`config.mk`:
```
export PLATFORM = sky130hd
export DESIGN_NAME = tlb_entry_matcher
export DESIGN_NICKNAME = d
export VERILOG_FILES = /design/src/rtl/tlbm_pkg.sv /design/src/rtl/tlbm_tag_match.sv /design/src/rtl/tlbm_perm_sel.sv /design/src/rtl/tlbm_resolve.sv /design/src/rtl/tlb_entry_matcher.sv
export SDC_FILE = /design/constraint.sdc
export NUM_CORES = 1
export LEC_CHECK = 0
export ABC_AREA = 1
export BUFFER_PORTS_ARGS = -buffer_cell sky130_fd_sc_hd__buf_2
export CAP_MARGIN = 20
export CORE_MARGIN = 3
export CORE_UTILIZATION = 44
export DETAILED_ROUTE_END_ITERATION = 6
export PLACE_DENSITY = 0.83
export SLEW_MARGIN = 10
export SYNTH_ARGS = -nofsm -noshare
export SYNTH_HDL_FRONTEND = slang
export SYNTH_SLANG_ARGS = --single-unit
```
`constraint.sdc`:
```
create_clock -name clk -period 1.1 [get_ports clk]
set_clock_uncertainty 0.2 [all_clocks]
set_input_delay 0.055 -clock clk [delete_from_list [all_inputs] [get_ports clk]]
set_output_delay 0.055 -clock clk [all_outputs]
set_load 0.05 [all_outputs]
```
`src/rtl/tlbm_pkg.sv`:
```
package tlbm_pkg;

    typedef enum logic [1:0] {
        ACC_LOAD  = 2'd0,
        ACC_STORE = 2'd1,
        ACC_FETCH = 2'd2,
        ACC_ALT   = 2'd3
    } acc_e;

    typedef enum logic [1:0] {
        RES_HIT   = 2'd0,
        RES_MISS  = 2'd1,
        RES_DPROT = 2'd2,
        RES_XPROT = 2'd3
    } res_e;

    localparam int PERM_W = 3;
    localparam int PERM_R = 0;
    localparam int PERM_WR = 1;
    localparam int PERM_X = 2;

endpackage

```
`src/rtl/tlbm_tag_match.sv`:
```
module tlbm_tag_match #(
    parameter int ADDR_W = 32,
    parameter int PID_W  = 8,
    parameter int NUM_PID = 3
) (
    input  logic                           ext_mode,
    input  logic [PID_W-1:0]               ext_pid,
    input  logic [NUM_PID-1:0][PID_W-1:0]  pid_list,
    input  logic                           ent_valid,
    input  logic [PID_W-1:0]               ent_tid,
    input  logic [ADDR_W-1:0]              ent_epn,
    input  logic [ADDR_W-1:0]              ent_mask,
    input  logic [ADDR_W-1:0]              ent_rpn,
    input  logic [ADDR_W-1:0]              ea,
    output logic                           tag_ok,
    output logic [ADDR_W-1:0]              pa_merged
);

    logic [NUM_PID-1:0] cand_en;
    logic [NUM_PID-1:0] cand_hit;
    logic               tid_global;
    logic               ext_hit;
    logic               norm_hit;
    logic               addr_hit;

    // Normal-mode candidates: the first PID is always tried, the others
    // only when they hold a nonzero value.
    for (genvar i = 0; i < NUM_PID; i++) begin : g_cand
        if (i == 0) begin : g_first
            assign cand_en[i] = !ext_mode;
        end else begin : g_rest
            assign cand_en[i] = !ext_mode && (pid_list[i] != '0);
        end
        assign cand_hit[i] = cand_en[i] && (ent_tid == pid_list[i]);
    end

    always_comb begin
        tid_global = (ent_tid == '0);
        ext_hit    = ext_mode && (ent_tid == ext_pid);
        norm_hit   = |cand_hit;
        addr_hit   = (((ea ^ ent_epn) & ~ent_mask) == '0);
        tag_ok     = ent_valid && addr_hit && (tid_global || ext_hit || norm_hit);
        pa_merged  = (ent_rpn & ~ent_mask) | (ea & ent_mask);
    end

endmodule

```
`src/rtl/tlbm_perm_sel.sv`:
```
module tlbm_perm_sel
    import tlbm_pkg::*;
(
    input  acc_e               acc,
    input  logic               pr_sel,
    input  logic [2*PERM_W-1:0] ent_perm,
    output logic [PERM_W-1:0]  granted,
    output logic               allowed
);

    always_comb begin
        granted = pr_sel ? ent_perm[2*PERM_W-1:PERM_W] : ent_perm[PERM_W-1:0];
        unique case (acc)
            ACC_STORE: allowed = granted[PERM_WR];
            ACC_FETCH: allowed = granted[PERM_X];
            default:   allowed = granted[PERM_R];
        endcase
    end

endmodule

```
`src/rtl/tlbm_resolve.sv`:
```
module tlbm_resolve
    import tlbm_pkg::*;
(
    input  logic tag_ok,
    input  logic as_ok,
    input  logic allowed,
    input  logic is_fetch,
    output res_e result,
    output logic hit,
    output logic prot_fault
);

    logic matched;

    always_comb begin
        matched    = tag_ok && as_ok;
        hit        = matched && allowed;
        prot_fault = matched && !allowed;
        if (!matched) begin
            result = RES_MISS;
        end else if (!allowed) begin
            result = is_fetch ? RES_XPROT : RES_DPROT;
        end else begin
            result = RES_HIT;
        end
    end

endmodule

```
`src/rtl/tlb_entry_matcher.sv`:
```
module tlb_entry_matcher
    import tlbm_pkg::*;
#(
    parameter int ADDR_W = 32,
    parameter int PID_W  = 8
) (
    input  logic              clk,
    input  logic              rst_n,
    input  logic              req_valid,
    input  logic [1:0]        acc_type,
    input  logic [ADDR_W-1:0] ea,
    input  logic              ext_mode,
    input  logic [PID_W-1:0]  ext_pid,
    input  logic              ext_as,
    input  logic              ext_pr,
    input  logic              msr_is,
    input  logic              msr_ds,
    input  logic              msr_pr,
    input  logic [PID_W-1:0]  pid0,
    input  logic [PID_W-1:0]  pid1,
    input  logic [PID_W-1:0]  pid2,
    input  logic              ent_valid,
    input  logic              ent_ts,
    input  logic [PID_W-1:0]  ent_tid,
    input  logic [ADDR_W-1:0] ent_epn,
    input  logic [ADDR_W-1:0] ent_mask,
    input  logic [ADDR_W-1:0] ent_rpn,
    input  logic [5:0]        ent_perm,
    output logic              rsp_valid,
    output logic              hit,
    output logic              prot_fault,
    output logic [1:0]        result,
    output logic [2:0]        perm_out,
    output logic [ADDR_W-1:0] pa,
    output logic              syn_store,
    output logic              syn_ext
);

    localparam int NUM_PID = 3;

    typedef struct packed {
        logic              rsp_valid;
        logic              hit;
        logic              prot_fault;
        res_e              result;
        logic [PERM_W-1:0] perm;
        logic [ADDR_W-1:0] pa;
        logic              syn_store;
        logic              syn_ext;
    } state_t;

    state_t state_d, state_q;

    acc_e                          acc;
    logic [NUM_PID-1:0][PID_W-1:0] pid_list;
    logic                          pr_sel;
    logic                          as_sel;
    logic                          as_ok;
    logic                          is_fetch;
    logic                          tag_ok;
    logic [ADDR_W-1:0]             pa_merged;
    logic [PERM_W-1:0]             granted;
    logic                          allowed;
    res_e                          res_w;
    logic                          hit_w;
    logic                          prot_w;

    always_comb begin
        acc         = acc_e'(acc_type);
        pid_list[0] = pid0;
        pid_list[1] = pid1;
        pid_list[2] = pid2;
        is_fetch    = (acc == ACC_FETCH);
        pr_sel      = ext_mode ? ext_pr : msr_pr;
        as_sel      = is_fetch ? msr_is : (ext_mode ? ext_as : msr_ds);
        as_ok       = (ent_ts == as_sel);
    end

    tlbm_tag_match #(
        .ADDR_W  (ADDR_W),
        .PID_W   (PID_W),
        .NUM_PID (NUM_PID)
    ) i_tag (
        .ext_mode  (ext_mode),
        .ext_pid   (ext_pid),
        .pid_list  (pid_list),
        .ent_valid (ent_valid),
        .ent_tid   (ent_tid),
        .ent_epn   (ent_epn),
        .ent_mask  (ent_mask),
        .ent_rpn   (ent_rpn),
        .ea        (ea),
        .tag_ok    (tag_ok),
        .pa_merged (pa_merged)
    );

    tlbm_perm_sel i_perm (
        .acc      (acc),
        .pr_sel   (pr_sel),
        .ent_perm (ent_perm),
        .granted  (granted),
        .allowed  (allowed)
    );

    tlbm_resolve i_res (
        .tag_ok     (tag_ok),
        .as_ok      (as_ok),
        .allowed    (allowed),
        .is_fetch   (is_fetch),
        .result     (res_w),
        .hit        (hit_w),
        .prot_fault (prot_w)
    );

    always_comb begin
        state_d           = state_q;
        state_d.rsp_valid = 1'b0;
        if (req_valid) begin
            state_d.rsp_valid  = 1'b1;
            state_d.hit        = hit_w;
            state_d.prot_fault = prot_w;
            state_d.result     = res_w;
            state_d.perm       = (tag_ok && as_ok) ? granted : '0;
            state_d.pa         = hit_w ? pa_merged : '0;
            state_d.syn_store  = (acc == ACC_STORE);
            state_d.syn_ext    = ext_mode;
        end
    end

    always_ff @(posedge clk or negedge rst_n) begin
        if (!rst_n) begin
            state_q <= '{rsp_valid: 1'b0, hit: 1'b0, prot_fault: 1'b0,
                         result: RES_MISS, perm: '0, pa: '0,
                         syn_store: 1'b0, syn_ext: 1'b0};
        end else begin
            state_q <= state_d;
        end
    end

    assign rsp_valid  = state_q.rsp_valid;
    assign hit        = state_q.hit;
    assign prot_fault = state_q.prot_fault;
    assign result     = state_q.result;
    assign perm_out   = state_q.perm;
    assign pa         = state_q.pa;
    assign syn_store  = state_q.syn_store;
    assign syn_ext    = state_q.syn_ext;

endmodule

```
==> metrics.md <==
| Metric | Value |
|---|---|
| GPL Wtd Cong | `0.913` |
| Max Clock Freq | `555 MHz` |
| Total power | `4.55 mW` |
| Tot GR Track Use | `30.4%` |
| Die ar. | `0.00939 mm2` |
| Row count | `32` |
| Synth Net Count | `754` |
| CP Class | `in2reg` |
| CP Launch Type | `primary input` |
| Flop pwr share | `33.6%` |
| Number of global-route vias before repair | `5,222` |
| Most frequent cells after synthesis | `225 x nand2_1, 70 x inv_1, 60 x nor2_1` |
| Ant. Diodes | `0` |
| Post-route DRC violation count | `2` |
| Switching share of total power | `31.8%` |
| Setup repair after global routing missed its margin | `true` |
| Crit path buf inv count | `2` |
| # H-tree levels | `2` |
| Max Cap Violations | `0` |
| Setup tns final | `-26,500 ps` |
| Register Area | `0.00103 mm2` |
| Most used cell, CP | `nand2_1` |
| Synthesized area per cell | `6.44 um2` |
| Area Overhead vs Synth | `80.0%` |
| DP HPWL | `10.5 mm` |
| Most frequent cell after synthesis | `nand2_1` |
| Pin count of the biggest net entering global routing | `42` |
| Cell family with most CP delay | `simple AND/OR/NAND/NOR gates` |
| Max Slew Vio Count | `0` |
| Final setup margin | `-700 ps` |
| Status | `finished with violations` |
| Top cell type's share of synthesized area | `27.5%` |
| Skew-Pair Late Insertion Delay | `290 ps` |
| Fin crit share | `164%` |
| First-pass GRT wire length | `23.7 mm` |
| Antenna viol nets, final | `0` |
| Pwr dens | `695 mW/mm2` |
| Clk pwr share | `28.5%` |
| Dpl cells | `939` |
| Multi-input logic area | `0.00235 mm2` |
| Core Box Area | `0.00789 mm2` |
| Register area share after synthesis | `28.2%` |
| Die W | `96.9 um` |
| DR pass1 iterations | `7` |
| Clk sinks | `41` |
| Share of layout cells above drive strength 1 | `45.8%` |
| Comb power frac | `37.9%` |
| Switching power | `1.45 mW` |
| Ys async rst share | `100%` |
| Main area contributors after synthesis | `dfrtp_1 28%, nand2_1 23%, nand3_2 7.7%, inv_1 7.2%, nor2_1 6.2%` |
| Layout fillers | `472` |
| Buffers on Ports | `228` |
| CTS Buffer Depth | `2` |
| Crit path max fanout | `8` |
| CP max stage delay | `410 ps` |
| Finished Layout Cells | `1,015` |
| Failing checks | `design-rule violations, negative hold slack, negative setup slack` |
| Post-route design area | `0.00655 mm2` |
| WP data required | `1140 ps` |
| Main synth FF type | `dfrtp_1` |
| Clock transition at path regs | `80 ps` |
| Slew headroom | `66.4%` |
| Util after Layout | `83.0%` |
| EDFF count, synth | `0` |
| Register bit total from synthesis | `41` |
| Slowest CP cell | `nor2_1` |
| Inserted Clock Buffers | `5` |
| CTS tree | `done` |
| Worst-path cell chain | `buf_2 -> nor2_1 -> nor2_1 -> nand2_1 -> nand2_1 -> nor2_2 -> nand2_2 -> nor2_4 -> nand3_4 -> nor2_8 -> clkbuf_16 -> nand3_2 -> nand2_1` |
| Maximum vdd drop | `0.000639 V` |
| Int Pwr | `3.11 mW` |
| Syn Inst Count | `565` |
| Vias/cell | `5.18` |
| Critical Path AT | `1840 ps` |
| Total gr overflow | `0` |
| DRT iter0 DRCs | `372` |
| Setup Viol. Count Final | `77` |
| Total routed wirelength | `17.0 mm` |
| Hold Violations, Final | `18` |
| Leak | `3.78 nW` |
| Clock root cell | `clkbuf_8` |
| Minimum clock period | `1800 ps` |
| Die Y | `96.9 um` |
| Routed len/inst | `16.7 um` |
| Yosys top cell by area | `dfrtp_1` |
| Initial antenna violation count | `0` |
| Yosys cell types | `36` |
| Critical Path Sink Type | `flop` |
| Area of the mapped netlist | `0.00364 mm2` |
| Nets | `1,101` |
| YS warnings | `0` |
| Ports | `229` |
| Setup WS pre-CTS | `-809 ps` |
| Worst min-delay path class | `in2reg` |
| Initial cell density of the core | `46.1%` |
| Actual slew at the worst max-slew pin | `503 ps` |
| Final Hold Slack | `-53.3 ps` |
| Routed via count | `5,257` |
| Post-DP Area | `0.00531 mm2` |
[worst reg2reg max path: cells and delay by family, from the launching register on]
family        cells  cell delay [ps]
flops             1              400
buf+inv           2              260
simple gates      2              120
[logic make-up (layout without fill, tap and decap cells)]
group,after synthesis,after routing,synth area share [%]
and+or+nand+nor,365,365,46.3
buffers and inverters,87,435,10.6
AOI/OAI and AO/OA,42,42,6.30
DFF,41,41,28.2
muxes,17,17,5.23
xor gates and xnor gates,11,11,2.65
adders and majority gates,2,2,0.688
[worst paths after layout]
check,cells after the start,from,endpoint,slack (ps)
max reg2reg,4,pa[17]$_DFFE_PN0P_,pa[17]$_DFFE_PN0P_,10
min in group asynchronous,3,rst_n,pa[17]$_DFFE_PN0P_,60
max,13,ent_epn[12],pa[26]$_DFFE_PN0P_,-700
max in group asynchronous,3,rst_n,result[0]$_DFFE_PN1P_,360
min reg2reg,2,hit$_DFFE_PN0P_,hit$_DFFE_PN0P_,310
min,4,ent_rpn[5],pa[5]$_DFFE_PN0P_,-50
[layout make-up]
cell class              instances  area share, %
repair buffers                353           40.3
multi-input cells             437           35.9
flip-flops and latches         41           15.7
inverters                      74           4.28
well taps                     102           1.95
clock buffers                   6           1.26
clock inverters                 2          0.573
[registers in the layout, summed over array words and instances, names as in the netlist]
name / flops
result: 2
perm_out: 3
hit: 1
rsp_valid: 1
syn_store: 1
syn_ext: 1
pa: 32
[layer usage]
metal  GRT usage (%)  vias to the layer above  wire length (um)
met2            58.3                      329              8780
met1            30.8                     2378              5670
met3            6.27                      104              1420
li1                -                     2446                 -
met4            15.0                        0              1130
met5               0                        -                 0
[power by group through the flow]
stage / clock, mW / combinational (mW) / sequential [mW]
global placement: 0 / 1.33 / 1.55
global route: 1.36 / 1.87 / 1.53
CTS: 1.30 / 1.50 / 1.53
detailed placement: 0 / 1.38 / 1.55
finish: 1.30 / 1.73 / 1.53
floorplan: 0 / 0.596 / 1.59
[timing repair]
item / CTS / global route
cloned: 0 / 5
buffers inserted: 15 / 14
gates resized for setup: 95 / 41
pin swaps: 2 / 19
hold buffers: 33 / 1
endpoints found under the setup margin: 80 / 81
hold endpoints to repair: 79 / 17
[cell usage in the layout, fill, tap and decap left out, drive strengths merged]
cell type,count
a21oi,22
buf,313
bufinv,1
clkbuf,12
clkinvlp,1
dfrtp,40
dfstp,1
dlygate4sd3,34
ha,2
inv,74
mux2,16
mux2i,1
nand2,229
nand3,49
nand3b,11
nand4,1
nor2,63
nor3,2
nor4,2
o211ai,3
o21ai,16
o22ai,1
or2,8
xnor2,8
xor2,3
(Power assumes the default switching activity.)
